File: config.mk
export PLATFORM = sky130hd
export DESIGN_NAME = vram_access_port
export DESIGN_NICKNAME = d
export VERILOG_FILES = /design/src/rtl/vram_access_pkg.sv /design/src/rtl/vap_ctrl.sv /design/src/rtl/vap_datapath.sv /design/src/rtl/vram_access_port.sv
export SDC_FILE = /design/constraint.sdc
export NUM_CORES = 1
export LEC_CHECK = 0
export ABC_AREA = 1
export BUFFER_PORTS_ARGS = -buffer_cell sky130_fd_sc_hd__buf_4
export CORE_MARGIN = 1
export CORE_UTILIZATION = 58
export CTS_BUF_LIST = sky130_fd_sc_hd__clkbuf_8
export CTS_CLUSTER_DIAMETER = 120
export CTS_CLUSTER_SIZE = 10
export DETAILED_ROUTE_END_ITERATION = 7
export PLACE_DENSITY = 0.84
export SLEW_MARGIN = 40
export SYNTH_ARGS = -nofsm -noshare
export SYNTH_HDL_FRONTEND = slang
export SYNTH_HIERARCHICAL = 1
export SYNTH_SLANG_ARGS = --single-unit
File: constraint.sdc
create_clock -name clk -period 2.8 [get_ports clk]
set_input_delay 0.14 -clock clk [delete_from_list [all_inputs] [get_ports clk]]
set_output_delay 0.14 -clock clk [all_outputs]
set_load 0.01 [all_outputs]
File: src/rtl/vram_access_pkg.sv
package vram_access_pkg;

  typedef enum logic [1:0] {
    REG_CTRL   = 2'd0,
    REG_STATUS = 2'd1,
    REG_ADDR   = 2'd2,
    REG_DATA   = 2'd3
  } regSel_e;

  // One-hot strobes from the bus decoder to the datapath.
  typedef struct packed {
    logic ctrlWr;
    logic statusRd;
    logic addrHiWr;
    logic addrLoWr;
    logic dataWr;
    logic dataRd;
  } portStrobes_t;

endpackage

File: src/rtl/vap_ctrl.sv
module vap_ctrl
  import vram_access_pkg::*;
(
  input  logic         clk,
  input  logic         rstN,
  input  logic         cpuSel,
  input  logic         cpuWe,
  input  logic [1:0]   cpuReg,
  output portStrobes_t strobes
);

  regSel_e regSel;
  logic    latchPhase;   // 0: next address write is the high byte
  logic    addrWr;

  assign regSel = regSel_e'(cpuReg);
  assign addrWr = cpuSel && cpuWe && (regSel == REG_ADDR);

  always_comb begin
    strobes          = '0;
    strobes.ctrlWr   = cpuSel &&  cpuWe && (regSel == REG_CTRL);
    strobes.statusRd = cpuSel && !cpuWe && (regSel == REG_STATUS);
    strobes.addrHiWr = addrWr && !latchPhase;
    strobes.addrLoWr = addrWr &&  latchPhase;
    strobes.dataWr   = cpuSel &&  cpuWe && (regSel == REG_DATA);
    strobes.dataRd   = cpuSel && !cpuWe && (regSel == REG_DATA);
  end

  always_ff @(posedge clk) begin
    if (!rstN) begin
      latchPhase <= 1'b0;
    end else if (strobes.statusRd) begin
      latchPhase <= 1'b0;
    end else if (addrWr) begin
      latchPhase <= ~latchPhase;
    end
  end

  // a status read leaves the sequence expecting a high byte
  p_phase_clear_r3: assert property (@(posedge clk) disable iff (!rstN)
    strobes.statusRd |=> !latchPhase);

  // address writes alternate between high and low byte
  p_phase_flip_r2: assert property (@(posedge clk) disable iff (!rstN)
    (strobes.addrHiWr || strobes.addrLoWr) |=> (latchPhase != $past(latchPhase)));

  // at most one strobe per cycle
  p_one_strobe_r10: assert property (@(posedge clk) disable iff (!rstN)
    $onehot0(strobes));

endmodule

File: src/rtl/vap_datapath.sv
module vap_datapath
  import vram_access_pkg::*;
#(
  parameter int ADDR_W   = 14,
  parameter int DATA_W   = 8,
  parameter int ROW_STEP = 32,
  parameter int STEP_BIT = 2
) (
  input  logic              clk,
  input  logic              rstN,
  input  portStrobes_t      strobes,
  input  logic [DATA_W-1:0] cpuWdata,
  input  logic [DATA_W-1:0] vramRdata,
  output logic [DATA_W-1:0] cpuRdata,
  output logic [ADDR_W-1:0] vramAddr,
  output logic [DATA_W-1:0] vramWdata,
  output logic              vramWe
);

  localparam int HI_W = ADDR_W - DATA_W;
  localparam logic [ADDR_W-1:0] BIG_STEP   = ADDR_W'(ROW_STEP);
  localparam logic [ADDR_W-1:0] SMALL_STEP = ADDR_W'(1);

  logic [ADDR_W-1:0] pointer;
  logic [HI_W-1:0]   hiHold;
  logic              stepLarge;
  logic [DATA_W-1:0] readBuf;
  logic              fillPending;
  logic [DATA_W-1:0] cpuRdataQ;
  logic [ADDR_W-1:0] stepVal;
  logic [DATA_W-1:0] readBack;
  logic              dataAccess;

  assign dataAccess = strobes.dataRd || strobes.dataWr;
  assign stepVal    = stepLarge ? BIG_STEP : SMALL_STEP;
  // The byte fetched by the previous read arrives in this cycle when pending.
  assign readBack   = fillPending ? vramRdata : readBuf;

  always_ff @(posedge clk) begin
    if (!rstN) begin
      pointer   <= '0;
      hiHold    <= '0;
      stepLarge <= 1'b0;
    end else begin
      if (strobes.ctrlWr)   stepLarge <= cpuWdata[STEP_BIT];
      if (strobes.addrHiWr) hiHold    <= cpuWdata[HI_W-1:0];
      if (strobes.addrLoWr)        pointer <= {hiHold, cpuWdata};
      else if (dataAccess)         pointer <= pointer + stepVal;
    end
  end

  always_ff @(posedge clk) begin
    if (!rstN) begin
      readBuf     <= '0;
      fillPending <= 1'b0;
      cpuRdataQ   <= '0;
    end else begin
      fillPending <= strobes.dataRd;
      if (fillPending)           readBuf   <= vramRdata;
      if (strobes.dataRd)        cpuRdataQ <= readBack;
      else if (strobes.statusRd) cpuRdataQ <= '0;
    end
  end

  assign cpuRdata  = cpuRdataQ;
  assign vramAddr  = pointer;
  assign vramWdata = cpuWdata;
  assign vramWe    = strobes.dataWr;

  // a data access moves the address by exactly one stride
  p_stride_r5: assert property (@(posedge clk) disable iff (!rstN)
    dataAccess |=> (vramAddr == ($past(vramAddr) +
                    ($past(stepLarge) ? BIG_STEP : SMALL_STEP))));

  // with no data access and no low-byte write the address holds
  p_addr_hold_r10: assert property (@(posedge clk) disable iff (!rstN)
    !(dataAccess || strobes.addrLoWr) |=> $stable(vramAddr));

  // a read always schedules a refill of the buffer
  p_fill_r7: assert property (@(posedge clk) disable iff (!rstN)
    strobes.dataRd |=> fillPending);

  // a write never disturbs the buffer when no fill is due
  p_wr_keeps_buf_r9: assert property (@(posedge clk) disable iff (!rstN)
    (strobes.dataWr && !fillPending) |=> $stable(readBuf));

  // an unpending read returns the stored buffer byte
  p_rd_return_r8: assert property (@(posedge clk) disable iff (!rstN)
    (strobes.dataRd && !fillPending) |=> (cpuRdata == $past(readBuf)));

endmodule

File: src/rtl/vram_access_port.sv
module vram_access_port
  import vram_access_pkg::*;
#(
  parameter int ADDR_W   = 14,
  parameter int DATA_W   = 8,
  parameter int ROW_STEP = 32,
  parameter int STEP_BIT = 2
) (
  input  logic              clk,
  input  logic              rstN,
  input  logic              cpuSel,
  input  logic              cpuWe,
  input  logic [1:0]        cpuReg,
  input  logic [DATA_W-1:0] cpuWdata,
  output logic [DATA_W-1:0] cpuRdata,
  output logic [ADDR_W-1:0] vramAddr,
  output logic [DATA_W-1:0] vramWdata,
  output logic              vramWe,
  input  logic [DATA_W-1:0] vramRdata
);

  portStrobes_t strobes;

  vap_ctrl ctrl_i (
    .clk    (clk),
    .rstN   (rstN),
    .cpuSel (cpuSel),
    .cpuWe  (cpuWe),
    .cpuReg (cpuReg),
    .strobes(strobes)
  );

  vap_datapath #(
    .ADDR_W  (ADDR_W),
    .DATA_W  (DATA_W),
    .ROW_STEP(ROW_STEP),
    .STEP_BIT(STEP_BIT)
  ) dp_i (
    .clk      (clk),
    .rstN     (rstN),
    .strobes  (strobes),
    .cpuWdata (cpuWdata),
    .vramRdata(vramRdata),
    .cpuRdata (cpuRdata),
    .vramAddr (vramAddr),
    .vramWdata(vramWdata),
    .vramWe   (vramWe)
  );

  // memory writes happen only on CPU write cycles
  p_we_needs_cpu_r4: assert property (@(posedge clk) disable iff (!rstN)
    vramWe |-> (cpuSel && cpuWe));

endmodule

# Yosys cells after proc, flatten, opt, wreduce, memory -nomap -nowiden
# Index checks and enable logic that the tools add are counted.
# W data, S select, Z words.
# op_classes
addsub,1
n_eq_ne,3
muxes,6
bitwise_logic,2
n_reduce_logical,16
# ops
op,count
$mux W14,2
$mux W8,3
$add A14 B14 Y14,1
$logic_and A1 B1 Y1,9
$mux W6,1
$eq A2 B2 Y1 const B,2
$reduce_bool A2 Y1,2
$eq A2 B1 Y1 const B,1
$logic_not A1 Y1,2
$logic_not A2 Y1,1
$not A1 Y1,2
$reduce_or A2 Y1,1
$logic_or A1 B1 Y1,1
# word_totals
reg_bits,39
output_inout_bits,31
elab_cells,35

# Longest topological paths before layout
# Gate-level depths: netlist (run 1).
# depth
depth_word,6
depth_mapped,12

# By module
# The synthesis (run 1) kept the hierarchy.
# by_module_without_submodules
mod,instances,cells_per_inst,area_per_inst_um2
vap_datapath,1,247,1844.3
vap_ctrl,1,22,113.9

# Least setup slack after synthesis (run 1)
# No wires, ideal clock.
# synth_path
path_type,register to register
startpoint,register dp_i.pointer[0] (netlist: dp_i/vramAddr[0])
endpoint,register dp_i.pointer[8] (netlist: dp_i/vramAddr[8])
setup_ps,69
arrival_ps,1371
path_slack_ps,1360
path_stages_with_launch,9
path_buffers,0
path_cell_list,dfxtp_1 -> ha_1 -> ha_1 -> nand3_2 -> o21bai_4 -> nand3_1 -> o21ai_1 -> nand2_1 -> a21oi_2
# synth_via
elab_chain_len,3
# synth_lines
item,line_no,source
"start, declared",vap_datapath.sv:24,logic [ADDR_W-1:0] pointer;
"start signal, assigned",vap_datapath.sv:47,"if (strobes.addrLoWr) pointer <= {hiHold, cpuWdata};"
"start signal, assigned",vap_datapath.sv:48,else if (dataAccess) pointer <= pointer + stepVal;
$add A14 B14 Y14,vap_datapath.sv:48,
$mux W14,vap_datapath.sv:48,
$mux W14,vap_datapath.sv:47,
# Every way passes these cells. The select of a mux whose other input is x is not followed.
# A chain may end at the register's enable or synchronous reset.

==> flow_metrics.env, run 1 <==
export IMPL_yosys_area_top_type_share=0.399
export IMPL_via_per_inst=5.41
export IMPL_skew_ns=0.00610
export IMPL_syn_cell_area_um2=1960
export IMPL_final_max_slew_viol_count=0
export IMPL_max_clock_freq_mhz=518
export IMPL_cts_tree="yes"
export IMPL_setup_violations=0
export IMPL_synth_edf_count=0
export IMPL_drt_total_wl_mm=4.60
export IMPL_clkTransAtPathRegs_ns=0.08
export IMPL_hold_violations=0
export IMPL_vias=1922
export IMPL_rsz0062_at_grt="false"
export IMPL_yosys_area_top_type="dfxtp_1"
export IMPL_wl_per_cell_um=13.0
export IMPL_synth_most_common_cell="nand2_1"
export IMPL_clock_sinks=39
export IMPL_clk_path_buf_depth=2
export IMPL_ctsRootBufferMaster="clkbuf_8"
export IMPL_async_flop_share=0
export IMPL_grt_use_met3=0.0563
export IMPL_placed_cells=347
export IMPL_pre_cts_slack_ns=0.968
export IMPL_dieArea_um2=3610
export IMPL_max_cap_violations=0
export IMPL_use_met2=0.429
export IMPL_power_density_nw_per_um2=474
export IMPL_syn_num_nets=294
export IMPL_top_usage_layer="met2"
export IMPL_finalCriticalPeriod_ns=1.93
export IMPL_ys_types=33
export IMPL_start_util=0.626
export IMPL_ant_nets=0
export IMPL_place_area_um2=2280
export IMPL_grt_pass1_vias=1683
export IMPL_drtIter0Drc=190
export IMPL_ir_worst_vdd_mv=0.357
export IMPL_p_leak_nw=1.07
export IMPL_coreArea_um2=3130
export IMPL_ys_seq_area_frac=0.399
export IMPL_cts_resized=0
export IMPL_drc=0
export IMPL_antenna_cells=0
export IMPL_cp_arrival_ns=2.13
export IMPL_io_buffers=52
export IMPL_max_slew_margin=0.593
export IMPL_antenna_found_initial=0
export IMPL_grtUsageMet1=0.344
export IMPL_avgSynthCellArea_um2=7.28
export IMPL_final_core_util=0.766
export IMPL_endpoint_kind="flop"
export IMPL_rows=20
export IMPL_synthFlopType="dfxtp_1"
export IMPL_final_cell_area_um2=2400
export IMPL_gp_routability_congestion=0.894
export IMPL_post_route_worst_setup_slack_ns=0.869
export IMPL_worstMarginPinSlew_ns=0.610
export IMPL_critPathRequiredTime_ns=3.00
export IMPL_yosys_register_bits=39
export IMPL_die_h_um=60.1
export IMPL_cts_setup_buffers=0
export IMPL_fin_nets=335
export IMPL_htree_num_levels=2
export IMPL_yosys_warnings=6
export IMPL_first_pass_iters=4
export IMPL_die_w_um=60.1
export IMPL_synthTopCellsByCount="54 x nand2_1, 39 x dfxtp_1, 30 x nor2_1"
export IMPL_instances_no_fill=355
export IMPL_clock_latency_ns=0.28
export IMPL_layout_drive_gt1_share=0.241
export IMPL_cp_max_fo=19
export IMPL_reg2reg_depth=8
export IMPL_final_period_utilization=0.689
export IMPL_synth_cells=269
export IMPL_io_pins=53
export IMPL_overflow=0
export IMPL_grt_max_degree=22
export IMPL_ctsHoldBuffers=0
export IMPL_critPathKind="reg -> reg"
export IMPL_hold_path_class="in -> reg"
export IMPL_p_total_mw=1.14
export IMPL_hold_depth=3
export IMPL_grt_usage=0.264
export IMPL_status="finished clean"
export IMPL_start_kind="flop"
export IMPL_numCtsBuffers=5
export IMPL_fin_hold_ws_ns=0.114
export IMPL_syn2layout_area_growth_pct=22.4
export IMPL_hpwl_mm=3.32
export IMPL_grt_first_pass_wirelength_mm=7.12
export IMPL_synth_area_leaders="dfxtp_1 40%, nand2_1 10%, o21ai_0 5.9%"
export IMPL_fin_setup_tns_ns=0
[routing by layer]
layer / up-vias / share of wire
met5: - / 0
li1: 954 / -
met4: 0 / 0.012
met3: 9 / 0.071
met1: 868 / 0.44
met2: 91 / 0.48
[layout by cell type, fill, tap and decap left out, types with 2 or more instances in the layout]
| cell | n |
|---|---|
| nand2_1 | 54 |
| buf_4 | 52 |
| dfxtp_1 | 39 |
| nor2_1 | 30 |
| o21ai_0 | 23 |
| inv_1 | 20 |
| a21oi_1 | 20 |
| nand3_1 | 19 |
| mux2i_1 | 8 |
| clkbuf_8 | 6 |
| nand2_2 | 4 |
| nor3_1 | 4 |
| inv_2 | 3 |
| o21ai_1 | 3 |
| a211oi_1 | 3 |
| ha_1 | 3 |
| nor2_2 | 2 |
| nand3b_1 | 2 |
| a31oi_1 | 2 |
[kinds of logic after synthesis]
group                      count (synthesis)  synth area share
xor gates and xnor gates                   1           0.00447
adders and majority gates                  3            0.0192
DFF                                       39             0.399
AOI/OAI and AO/OA                         54             0.154
muxes                                      8            0.0409
buffers and inverters                     43             0.112
and+or+nand+nor                          121             0.270
[critical path, stage by stage (launching register included)]
cell,delay (ns)
dfxtp_1,0.36
nand3_1,0.11
inv_1,0.47
inv_4,0.20
nand2_4,0.21
inv_2,0.13
a21oi_1,0.15
o21ai_1,0.09
a21oi_1,0.13
[worst paths after layout]
check                                  startpoint                end  slack (ns)
worst max-delay path            ctrl_i/latchPhase   dp_i/vramAddr[5]        0.87
worst min-delay path                 vramRdata[1]    dp_i/readBuf[1]        0.11
worst max register to register  ctrl_i/latchPhase   dp_i/vramAddr[5]        0.87
worst min register to register     dp_i/hiHold[5]  dp_i/vramAddr[13]        0.46
[flip-flops by register name, indices dropped and copies added (netlist names)]
signal,cells
dp_i/cpuRdata,8
dp_i/readBuf,8
dp_i/stepLarge,1
ctrl_i/latchPhase,1
dp_i/vramAddr,14
dp_i/fillPending,1
dp_i/hiHold,6
[final cells by class]
class / instances / area [µm²]
multi-input cells: 187 / 957
flip-flops and latches: 39 / 781
fillers: 240 / 731
repair buffers: 52 / 390
inverters: 25 / 96.3
clock buffers: 6 / 82.6
well taps: 44 / 55.1
clock inverters: 2 / 35.0
[power by group]
part / internal (mW) / switching, mW / total, mW
logic: 0.0428 / 0.0529 / 0.0957
clock network: 0.288 / 0.184 / 0.472
registers: 0.562 / 0.00516 / 0.567
Note: power is estimated with default switching activity, not from simulation.
==> inputs of run 2 (changes only) <==
CORE_UTILIZATION = 54   (was 58)
PLACE_DENSITY = 0.79   (was 0.84)
clock period = 1.9 ns   (was 2.8 ns; I/O delays follow)
==> run 2 against run 1 <==
  * Clock power grew 41%
  * Clock skew up 0.00067 ns
  * Global-route usage shrank 1.2 points
  * Design area up 0.26%
  * Power is 45% higher
  * Die area increased by 7.1%
  * Clock-buffer cell count down 1
  * Fmax rose by 21%
  * Highest routed layer unchanged
==> flow_metrics.env, run 2 (synthesis gave the netlist of run 1 again) <==
export IMPL_wl_per_cell_um=12.5
export IMPL_fin_setup_tns_ns=0
export IMPL_post_route_worst_setup_slack_ns=0.305
export IMPL_ant_nets=0
export IMPL_antenna_cells=0
export IMPL_start_kind="flop"
export IMPL_multi_input_area_um2=957
export IMPL_hold_path_class="in -> reg"
export IMPL_htree_num_levels=2
export IMPL_critPathRequiredTime_ns=2.13
export IMPL_cp_top_family="adder cells"
export IMPL_p_total_mw=1.64
export IMPL_cts_resized=0
export IMPL_hpwl_mm=3.26
export IMPL_fin_nets=337
export IMPL_path_buf_inv=1
export IMPL_vias=1866
export IMPL_drtIter0Drc=154
export IMPL_clock_sinks=39
export IMPL_cts_setup_buffers=0
export IMPL_overflow=0
export IMPL_max_slew_margin=0.649
export IMPL_ctsHoldBuffers=0
export IMPL_rsz0062_at_grt="false"
export IMPL_grt_first_pass_wirelength_mm=7.69
export IMPL_coreArea_um2=3420
export IMPL_gp_routability_congestion=0.857
export IMPL_io_buffers=52
export IMPL_cp_slowest_cell="dfxtp_1"
export IMPL_drt_total_wl_mm=4.47
export IMPL_endpoint_kind="flop"
export IMPL_pre_cts_slack_ns=0.334
export IMPL_max_cap_violations=0
export IMPL_numCtsBuffers=5
export IMPL_grt_pass1_vias=1752
export IMPL_crit_chain="inv_1 > ha_1 > ha_1 > nand3_2 > o21bai_4 > nand3_1 > o21ai_1 > nand2_1 > a21oi_2"
export IMPL_setup_violations=0
export IMPL_die_w_um=62.2
export IMPL_worstMarginPinSlew_ns=0.524
export IMPL_grt_usage=0.252
export IMPL_cts_tree="yes"
export IMPL_final_max_slew_viol_count=0
export IMPL_skew_ns=0.00677
export IMPL_cp_arrival_ns=1.82
export IMPL_power_density_nw_per_um2=684
export IMPL_place_area_um2=2300
export IMPL_syn2layout_area_growth_pct=22.7
export IMPL_grt_max_degree=22
export IMPL_largest_reg_flops=14
export IMPL_final_period_utilization=0.839
export IMPL_ctsRootBufferMaster="clkbuf_8"
export IMPL_finalCriticalPeriod_ns=1.59
export IMPL_layout_drive_gt1_share=0.244
export IMPL_antenna_found_initial=0
export IMPL_clk_path_buf_depth=2
export IMPL_dieArea_um2=3870
export IMPL_p_leak_nw=1.07
export IMPL_cp_max_fo=4
export IMPL_die_h_um=62.2
export IMPL_status="finished clean"
export IMPL_nFillCells=285
export IMPL_max_stage_delay_ns=0.33
export IMPL_final_cell_mix="54 x nand2_1, 54 x buf_4, 39 x dfxtp_1"
export IMPL_max_clock_freq_mhz=627
export IMPL_hold_violations=0
export IMPL_via_per_inst=5.21
export IMPL_regArea_um2=781
export IMPL_clkTransAtPathRegs_ns=0.08
export IMPL_clock_latency_ns=0.29
export IMPL_start_util=0.573
export IMPL_ir_worst_vdd_mv=0.522
export IMPL_rows=21
export IMPL_critPathKind="reg -> reg"
export IMPL_io_pins=53
export IMPL_final_core_util=0.704
export IMPL_first_pass_iters=4
export IMPL_final_cell_area_um2=2400
export IMPL_crit_top_cell="ha_1"
export IMPL_drc=0
## run 2: layer usage
layer	share of wire	vias up	global-route usage
met2	0.49	50	0.426
li1	-	957	-
met4	0.016	0	0.113
met1	0.45	851	0.301
met5	0	-	0
met3	0.050	8	0.0625
## run 2: path summary, 6_finish.rpt
kind	from	endpoint	slack, ns	depth (start not counted)
min reg2reg	dp_i/hiHold[1]	dp_i/hiHold[1]	0.46	2
min	cpuWdata[0]	dp_i/hiHold[0]	0.05	3
max	dp_i/stepLarge	dp_i/vramAddr[8]	0.31	9
max reg2reg	dp_i/stepLarge	dp_i/vramAddr[8]	0.31	9
## run 2: cell type report
class	count	share of cell area
Multi-Input combinational cell	187	0.398
Sequential cell	39	0.325
Timing Repair Buffer	54	0.169
Inverter	25	0.0401
Clock buffer	5	0.0286
Tap cell	46	0.0239
Clock inverter	2	0.0156
## run 2: tightest hold or removal path, cell delays in order
cell and delay (ns):
buf_4 0.09, nor2_1 0.04, nor2_1 0.08
## run 2: power breakdown
group / leakage (nW) / internal, mW / switching, mW
logic: 0.702 / 0.0645 / 0.0774
clock network: 0.0502 / 0.384 / 0.282
registers: 0.315 / 0.828 / 0.00757
total: 1.07 / 1.28 / 0.367
## run 2: per-stage QoR
| step | instances | hold WS (ns) |
|---|---|---|
| global route | 358 | 0.0562 |
| CTS | 358 | 0.0466 |
| floorplan | 269 | 0.230 |
| finish | 358 | 0.0522 |
| global placement | 351 | 0.348 |
| detailed placement | 351 | 0.354 |
